$ cat src/rtl/dcu_pkg.sv
package dcu_pkg;
    localparam int NCH = 2;
    localparam int AW  = 2;

    localparam logic [AW-1:0] ADDR_CTRL = 2'd0;
    localparam logic [AW-1:0] ADDR_CMP0 = 2'd1;

    // control/status byte field positions (channel index is added)
    localparam int EN_BASE   = 0;
    localparam int IE_BASE   = 4;
    localparam int FLAG_BASE = 6;

    typedef enum logic {
        CH_IDLE  = 1'b0,
        CH_ARMED = 1'b1
    } ch_state_t;
endpackage

$ cat src/rtl/dcu_channel.sv
module dcu_channel
    import dcu_pkg::*;
#(
    parameter int CW = 16
) (
    input  logic          clk,
    input  logic          rst_n,
    input  logic          en,
    input  logic          tick,
    input  logic [CW-1:0] cnt_value,
    input  logic [CW-1:0] cmp_value,
    output logic          commit
);
    ch_state_t state_q, state_d;
    logic      hit;

    assign hit = (cnt_value == cmp_value);

    always_ff @(posedge clk or negedge rst_n) begin
        if (!rst_n) state_q <= CH_IDLE;
        else        state_q <= state_d;
    end

    always_comb begin
        state_d = state_q;
        unique case (state_q)
            CH_IDLE: begin
                if (en && tick && hit) state_d = CH_ARMED;
            end
            CH_ARMED: begin
                if (!en)       state_d = CH_IDLE;
                else if (tick) state_d = hit ? CH_ARMED : CH_IDLE;
            end
        endcase
    end

    always_comb begin
        commit = 1'b0;
        unique case (state_q)
            CH_IDLE:  commit = 1'b0;
            CH_ARMED: commit = en && tick;
        endcase
    end
endmodule

$ cat src/rtl/dcu_regs.sv
module dcu_regs
    import dcu_pkg::*;
#(
    parameter int CW = 16
) (
    input  logic                    clk,
    input  logic                    rst_n,
    input  logic [AW-1:0]           bus_addr,
    input  logic                    bus_we,
    input  logic [CW-1:0]           bus_wdata,
    output logic [CW-1:0]           bus_rdata,
    input  logic [NCH-1:0]          commit,
    output logic [NCH-1:0]          flag,
    output logic [NCH-1:0]          ie,
    output logic [NCH-1:0]          en,
    output logic [NCH-1:0][CW-1:0]  cmp,
    output logic [NCH-1:0]          pin
);
    logic       wr_ctrl;
    logic [7:0] ctrl_byte;

    assign wr_ctrl = bus_we && (bus_addr == ADDR_CTRL);

    always_ff @(posedge clk or negedge rst_n) begin
        if (!rst_n) begin
            ie <= '0;
            en <= '0;
        end else if (wr_ctrl) begin
            ie <= bus_wdata[IE_BASE +: NCH];
            en <= bus_wdata[EN_BASE +: NCH];
        end
    end

    for (genvar i = 0; i < NCH; i++) begin : g_ch
        localparam logic [AW-1:0] MY_ADDR = ADDR_CMP0 + AW'(i);

        always_ff @(posedge clk or negedge rst_n) begin
            if (!rst_n)                  flag[i] <= 1'b0;
            else if (commit[i])          flag[i] <= 1'b1;
            else if (wr_ctrl && !bus_wdata[FLAG_BASE + i]) flag[i] <= 1'b0;
        end

        always_ff @(posedge clk or negedge rst_n) begin
            if (!rst_n)         pin[i] <= 1'b0;
            else if (commit[i]) pin[i] <= ~pin[i];
        end

        always_ff @(posedge clk or negedge rst_n) begin
            if (!rst_n)                               cmp[i] <= '0;
            else if (bus_we && bus_addr == MY_ADDR)   cmp[i] <= bus_wdata;
        end
    end

    assign ctrl_byte = {flag[1], flag[0], ie[1], ie[0], 2'b11, en[1], en[0]};

    always_comb begin
        bus_rdata = '0;
        if (bus_addr == ADDR_CTRL) begin
            bus_rdata = {{(CW-8){1'b0}}, ctrl_byte};
        end else begin
            for (int k = 0; k < NCH; k++) begin
                if (bus_addr == ADDR_CMP0 + AW'(k)) bus_rdata = cmp[k];
            end
        end
    end
endmodule

$ cat src/rtl/dual_compare_unit.sv
module dual_compare_unit
    import dcu_pkg::*;
#(
    parameter int CW = 16
) (
    input  logic          clk,
    input  logic          rst_n,
    input  logic [1:0]    bus_addr,
    input  logic          bus_we,
    input  logic [CW-1:0] bus_wdata,
    output logic [CW-1:0] bus_rdata,
    input  logic [CW-1:0] cnt_value,
    input  logic          cnt_tick,
    output logic [1:0]    cmp_out,
    output logic [1:0]    irq
);
    logic [NCH-1:0]         commit;
    logic [NCH-1:0]         flag;
    logic [NCH-1:0]         ie;
    logic [NCH-1:0]         en;
    logic [NCH-1:0][CW-1:0] cmp;

    dcu_regs #(.CW(CW)) u_regs (
        .clk       (clk),
        .rst_n     (rst_n),
        .bus_addr  (bus_addr),
        .bus_we    (bus_we),
        .bus_wdata (bus_wdata),
        .bus_rdata (bus_rdata),
        .commit    (commit),
        .flag      (flag),
        .ie        (ie),
        .en        (en),
        .cmp       (cmp),
        .pin       (cmp_out)
    );

    for (genvar i = 0; i < NCH; i++) begin : g_chan
        dcu_channel #(.CW(CW)) u_chan (
            .clk       (clk),
            .rst_n     (rst_n),
            .en        (en[i]),
            .tick      (cnt_tick),
            .cnt_value (cnt_value),
            .cmp_value (cmp[i]),
            .commit    (commit[i])
        );
    end

    assign irq = flag & ie;
endmodule

$ cat config.mk
export PLATFORM = sky130hd
export DESIGN_NAME = dual_compare_unit
export DESIGN_NICKNAME = d
export VERILOG_FILES = /design/src/rtl/dcu_pkg.sv /design/src/rtl/dcu_channel.sv /design/src/rtl/dcu_regs.sv /design/src/rtl/dual_compare_unit.sv
export SDC_FILE = /design/constraint.sdc
export NUM_CORES = 1
export LEC_CHECK = 0
export BUFFER_PORTS_ARGS = -buffer_cell sky130_fd_sc_hd__buf_2
export CAP_MARGIN = 20
export CORE_MARGIN = 10
export CORE_UTILIZATION = 53
export CTS_BUF_LIST = sky130_fd_sc_hd__clkbuf_4 sky130_fd_sc_hd__clkbuf_8 sky130_fd_sc_hd__clkbuf_16
export CTS_CLUSTER_SIZE = 16
export DETAILED_ROUTE_END_ITERATION = 8
export PLACE_DENSITY = 0.8
export RECOVER_POWER = 50
export SYNTH_ARGS = -nofsm -noshare
export SYNTH_HDL_FRONTEND = slang
export SYNTH_SLANG_ARGS = --single-unit
$ cat constraint.sdc
create_clock -name clk -period 1.3 [get_ports clk]
set_input_delay 0.26 -clock clk [delete_from_list [all_inputs] [get_ports clk]]
set_output_delay 0.26 -clock clk [all_outputs]
set_load 0.05 [all_outputs]
==> run summary, run 1 <==
Setup Skew = 4.54 ps
Placed Cells incl. Taps = 313
# IOs = 58
yosys warns = 0
via count = 1982
Area Growth Syn to Fin = 47.8%
WL/cell = 22.3 µm
GRT overflow = 0
pin count of the biggest net entering global routing = 43
Hold Path Origin = bus_wdata[13]
Die X-Extent = 85.3 µm
cells after synthesis = 190
Leakage = 1.65 nW
Slew headroom = 0.603
clock latency on the worst-skew pair = 310 ps
Vias/cell = 5.68
Max Root-Sink Buffers = 2
# setup viols final = 18
syn_nets = 228
worst r2r dst = g_chan[0].u_chan.state_q$_DFF_PN0_
hold path cells = 2
Final WS setup = -250 ps
most frequent cells in the layout = 42 x dfrtp_1, 39 x buf_2, 38 x buf_4
WP data arrival = 1770 ps
Starting Density = 0.557
Slew Viols, Final = 0
Hold Crit Class = in2reg
WP data required = 1520 ps
RSZ-0062 raised after global routing = yes
initial antenna violation count = 0
Startpoint Class = register
CP Class = reg2reg
worst r2r src = u_regs.cmp[4]$_DFFE_PN0P_
clock root buffer = clkbuf_8
Tcrit/Tclk final = 1.19
Max-Cap Viols = 0
FP Rows = 23
Core Footprint = 4060 µm²
fin nets = 336
fmax = 0.645 GHz
Final ANT Viol Nets = 0
final hold violations = 0
layout cell share with drive strength beyond 1 = 0.582
Power per Cell Area = 1320 nW/µm²
vias in the first global route = 2140
CTS sink cnt = 42
FF-to-FF path depth = 5
H-tree depth = 2
DR pass1 iterations = 4
first-pass GRT wire length = 11000 µm
CTS tree = done
Hold Path Sink = u_regs.cmp[13]$_DFFE_PN0P_
die height = 85.3 µm
Finished Layout Cells = 349
final wirelength = 7790 µm
CP endpoint kind = register
Port Buffers = 57
DRC violations left = 0
Final TNS setup = -2210 ps
worst vdd ir = 1.20 mV
Mean Syn Cell Area = 11.9 µm²
Worst Path Max Fanout = 2
worst slew pin tran = 596 ps
failing checks = negative setup slack
Distinct cells, synth = 23
Yosys reg bits = 42
status = finished, violations left
sequential area share after synthesis = 0.465
Inserted Diodes = 0
Detailed Route Iter0 Violations = 238
area of the mapped netlist = 2260 µm²
r2r setup slk = -250 ps
gpl congestion = 0.846
Final min period = 1550 ps
DP HPWL = 4490 µm
most common cell after layout, fill and taps aside = dfrtp_1
number of CTS-inserted buffers = 5
CTS clock-pin slew for the worst setup and hold paths = 90 ps
Tot GR Track Use = 0.186
die area = 7280 µm²
## layer usage
layer  global-route usage  vias up  part of all wire
li1                     -      874                 -
met1                0.206     1002              0.37
met2                0.329       87              0.54
met3               0.0526       19             0.069
met4               0.0689        0             0.023
met5                    0        -                 0
## cell type report
type,count,area [µm²]
multi-input combinational,141,1290
sequential,42,1050
timing repair buffer,108,840
fill,198,716
clock buffer,6,82.6
tap,50,62.6
clock inverter,2,12.5
## state kept, by name, indices dropped and copies added, names as in the netlist
signal and count:
u_regs.en 2, u_regs.cmp 32, u_regs.flag 2, g_chan.u_chan.state_q 2, u_regs.pin 2, u_regs.ie 2
## stage by stage
step                      power, mW  setup slack (ps)  utilization  instance area [µm²]  hold slack (ps)
final                          4.43              -250        0.824                 3340              194
after global routing           4.60              -275        0.824                 3340              192
after CTS                      4.16              -176        0.788                 3200              193
after detailed placement       2.95              -117        0.686                 2780              252
after global placement         2.91             -99.4        0.686                 2780              250
after floorplan                2.52             -28.3            -                 2310            -35.6
## how the worst max path moves through the flow
stage,cells past startpoint,to,slack (ps),from
global placement,5,bus_rdata[13],-100,bus_addr[0]
global route,5,g_chan[0].u_chan.state_q$_DFF_PN0_,-280,u_regs.cmp[4]$_DFFE_PN0P_
finish,5,g_chan[0].u_chan.state_q$_DFF_PN0_,-250,u_regs.cmp[4]$_DFFE_PN0P_
detailed placement,5,bus_rdata[14],-120,bus_addr[0]
CTS,4,bus_rdata[1],-180,u_regs.cmp[1]$_DFFE_PN0P_
floorplan,4,bus_rdata[10],-30,bus_addr[1]
## where the power goes
part           internal, mW  switching, mW  leakage (nW)
Clock                 0.428          0.496        0.0472
Combinational         0.911          0.868          1.10
Sequential             1.51          0.208         0.512
## worst max-delay path, stage by stage, from the launching register on
cell     delay, ps
dfrtp_1        420
buf_4          170
xor2_1         170
nor4_1         320
nand4_1        200
o21ai_1        190
## synth_stat cells (all sizes together)
library cell / number / area (µm²)
nor2b: 4 / 32.5
mux2i: 6 / 60.1
nor3: 2 / 10.0
dfrtp: 42 / 1050
and2: 3 / 18.8
nand2b: 2 / 12.5
nand3b: 2 / 15.0
nor4: 6 / 37.5
nand3: 4 / 20.0
nand2: 23 / 101
o21ai: 10 / 50.1
xor2: 30 / 263
xnor2: 4 / 35.0
mux2: 32 / 398
buf: 7 / 60.1
a22o: 8 / 70.1
nor2: 1 / 3.75
a21oi: 2 / 10.0
nand4: 2 / 12.5
## cell families (layout without fill, tap and decap cells)
logic type,Yosys count,in the layout,share of synthesized area
multiplexers,38,38,0.203
XOR/XNOR,34,34,0.132
AO/OA/AOI/OAI,20,20,0.0576
AND/OR/NAND/NOR,49,49,0.117
buffers and inverters,7,116,0.0266
flip-flops,42,42,0.465
## what timing repair did
item,4_1_cts,5_1_grt
pin swaps,13,11
buffers inserted,19,8
resized for setup,52,19
setup endpoints to repair,20,20
hold buffers,1,0
hold endpoints to repair,42,0
Power figures use the tool's default switching activity.
==> inputs of run 2 (changes only) <==
CORE_ASPECT_RATIO = 0.9   (was default)
==> run 2 against run 1 <==
  * The flow still finishes with violations (negative setup slack)
  * Via count is 2.7% lower
  * Sequential share of layout area is 1.1 points higher
  * Final cell count is 3.4% lower
  * Combinational power is 7% lower
  * Non-clock buffer count is 11 lower
  * Sequential power hardly changed
  * Critical endpoint is now bus_rdata[10]
  * Largest cell class unchanged
  * Largest power group is now registers
==> run summary, run 2 (synthesized netlist as in run 1, its figures left out) <==
vias in the first global route = 2074 (was 2140)
Vias/cell = 5.72 (was 5.68)
most frequent cells in the layout = 42 x dfrtp_1, 39 x buf_2, 30 x xor2_1 (was 42 x dfrtp_1, 39 x buf_2, 38 x buf_4)
worst slack at placement = -143 ps (was -117 ps)
H-tree depth = 2 (unchanged)
CTS clock-pin slew for the worst setup and hold paths = 80 ps (was 90 ps)
CTS tree = done (unchanged)
initial antenna violation count = 1 (was 0)
FF-to-FF path depth = 5 (unchanged)
CP Buf/Inv Count = 2 (was 1)
CP max-delay cell = dfrtp_1 (unchanged)
fmax = 0.670 GHz (was 0.645 GHz)
largest reg by FF count = u_regs.cmp (unchanged)
Power per Cell Area = 1360 nW/µm² (was 1320 nW/µm²)
via count = 1929 (was 1982)
Core Footprint = 4100 µm² (was 4060 µm²)
most frequent cell on the critical path = buf_6
die area = 7280 µm² (about the same)
CP Class = reg2out (was reg2reg)
number of CTS-inserted buffers = 5 (unchanged)
Die X-Extent = 88.8 µm (was 85.3 µm)
# IOs = 58 (unchanged)
hold path cells = 3 (was 2)
Hold Crit Class = in2reg (unchanged)
failing checks = negative setup slack (unchanged)
RSZ-0062 raised after global routing = yes (unchanged)
crit path cell chain = buf_6, a22o_1, buf_6 (was buf_4, xor2_1, nor4_1, nand4_1, o21ai_1)
total chip power = 4.38 mW (was 4.43 mW)
clock root buffer = clkbuf_8 (unchanged)
layout cell share with drive strength beyond 1 = 0.552 (was 0.582)
Port Buffers = 57 (unchanged)
FP Rows = 22 (was 23)
CP endpoint kind = output pin (was register)
final wirelength = 6720 µm (was 7790 µm)
pin count of the biggest net entering global routing = 43 (unchanged)
final core occ = 0.788 (was 0.824)
Detailed Route Iter0 Violations = 120 (was 238)
gpl congestion = 0.845 (was 0.846)
Starting Density = 0.551 (was 0.557)
GRT overflow = 0 (unchanged)
Worst path depth = 3 (was 5)
WP data required = 1040 ps (was 1520 ps)
# setup viols final = 19 (was 18)
fin nets = 325 (was 336)
Max Root-Sink Buffers = 2 (unchanged)
die height = 82.0 µm (was 85.3 µm)
Final min period = 1490 ps (was 1550 ps)
DRC violations left = 0 (unchanged)
Final ANT Viol Nets = 0 (unchanged)
Startpoint Class = register (unchanged)
Setup Skew = 7.23 ps (was 4.54 ps)
worst slew pin tran = 578 ps (was 596 ps)
final hold violations = 0 (unchanged)
Final WS setup = -192 ps (was -250 ps)
DP HPWL = 4320 µm (was 4490 µm)
clock latency on the worst-skew pair = 300 ps (was 310 ps)
Leakage = 1.60 nW (was 1.65 nW)
status = finished, violations left (unchanged)
DR pass1 iterations = 4 (unchanged)
cell family with most CP delay = flip-flops (was simple AND/OR/NAND/NOR gates)
Slew Viols, Final = 0 (unchanged)
WL/cell = 19.9 µm (was 22.3 µm)
most common cell after layout, fill and taps aside = dfrtp_1 (unchanged)
Area Growth Syn to Fin = 42.9% (was 47.8%)
Tcrit/Tclk final = 1.15 (was 1.19)
WP data arrival = 1230 ps (was 1770 ps)
first-pass GRT wire length = 10600 µm (was 11000 µm)
CP peak stage delay = 420 ps (about the same)
worst vdd ir = 1.04 mV (was 1.20 mV)
number of flip-flops in the largest register = 32 (unchanged)
CTS sink cnt = 42 (unchanged)
Worst Path Max Fanout = 2 (unchanged)
Slew headroom = 0.615 (was 0.603)
Tot GR Track Use = 0.192 (was 0.186)
Max-Cap Viols = 0 (unchanged)
## run 2: cell types whose count changed in the layout (fill, tap and decap cells not counted), sizes merged
cell and change:
clkinv +1, clkinvlp -1, buf -11, clkbuf -1, bufinv +1, diode +1
## run 2: cell type report
type	count	area (µm²)
antenna	1	2.50
clock buffer	5	68.8
clock inverter	3	40.0
fill	241	871
multi-input combinational	141	1250
sequential	42	1050
tap	48	60.1
timing repair buffer	97	758
## run 2: per-stage QoR
stage | area, µm² | TNS, ps | hold WS, ps | std cells
finish | 3230 | -1670 | 176 | 337
global route | 3230 | -2400 | 189 | 337
CTS | 3150 | -1530 | 174 | 332
detailed placement | 2710 | -5640 | 250 | 301
global placement | 2710 | -4950 | 253 | 301
floorplan | 2310 | -113 | -35.6 | 190
## run 2: repair_timing
action / 4_1_cts / 5_1_grt
gates resized for setup: 48 / 13
cloned: 0 / 0
hold buffers: 1 / 0
hold endpoints to repair: 42 / 0
setup endpoints to repair: 18 / 20
pin swaps: 10 / 7
buffers inserted: 22 / 4
## run 2: per-layer routing
metal / share of wire / up-vias / track usage
li1: - / 861 / -
met1: 0.40 / 981 / 0.225
met2: 0.50 / 68 / 0.321
met3: 0.062 / 19 / 0.0534
met4: 0.033 / 0 / 0.0919
met5: 0 / - / 0
## run 2: final timing paths
path | start | to | slack (ps)
worst min-delay path | bus_wdata[4] | u_regs.ie[0]$_DFFE_PN0N_ | 180
worst max-delay path | u_regs.cmp[10]$_DFFE_PN0P_ | bus_rdata[10] | -190
min in group asynchronous | rst_n | u_regs.cmp[27]$_DFFE_PN0P_ | 600
worst min register to register | u_regs.pin[1]$_DFFE_PN0P_ | u_regs.pin[1]$_DFFE_PN0P_ | 470
max in group asynchronous | rst_n | u_regs.cmp[0]$_DFFE_PN0P_ | 310
worst max register to register | u_regs.cmp[10]$_DFFE_PN0P_ | g_chan[0].u_chan.state_q$_DFF_PN0_ | -90
## run 2: worst register-to-register path, stage by stage, from the launching register on
cell and delay [ps]:
dfrtp_1 420, buf_4 150, xor2_1 170, nor4_2 320, nand4_1 130, o21ai_1 130
## run 2: power by group
part / internal [mW] / leakage (nW) / switching [mW]
clock: 0.566 / 0.0579 / 0.471
sequential: 1.52 / 0.512 / 0.175
combinational: 0.838 / 1.03 / 0.815
total: 2.92 / 1.60 / 1.46
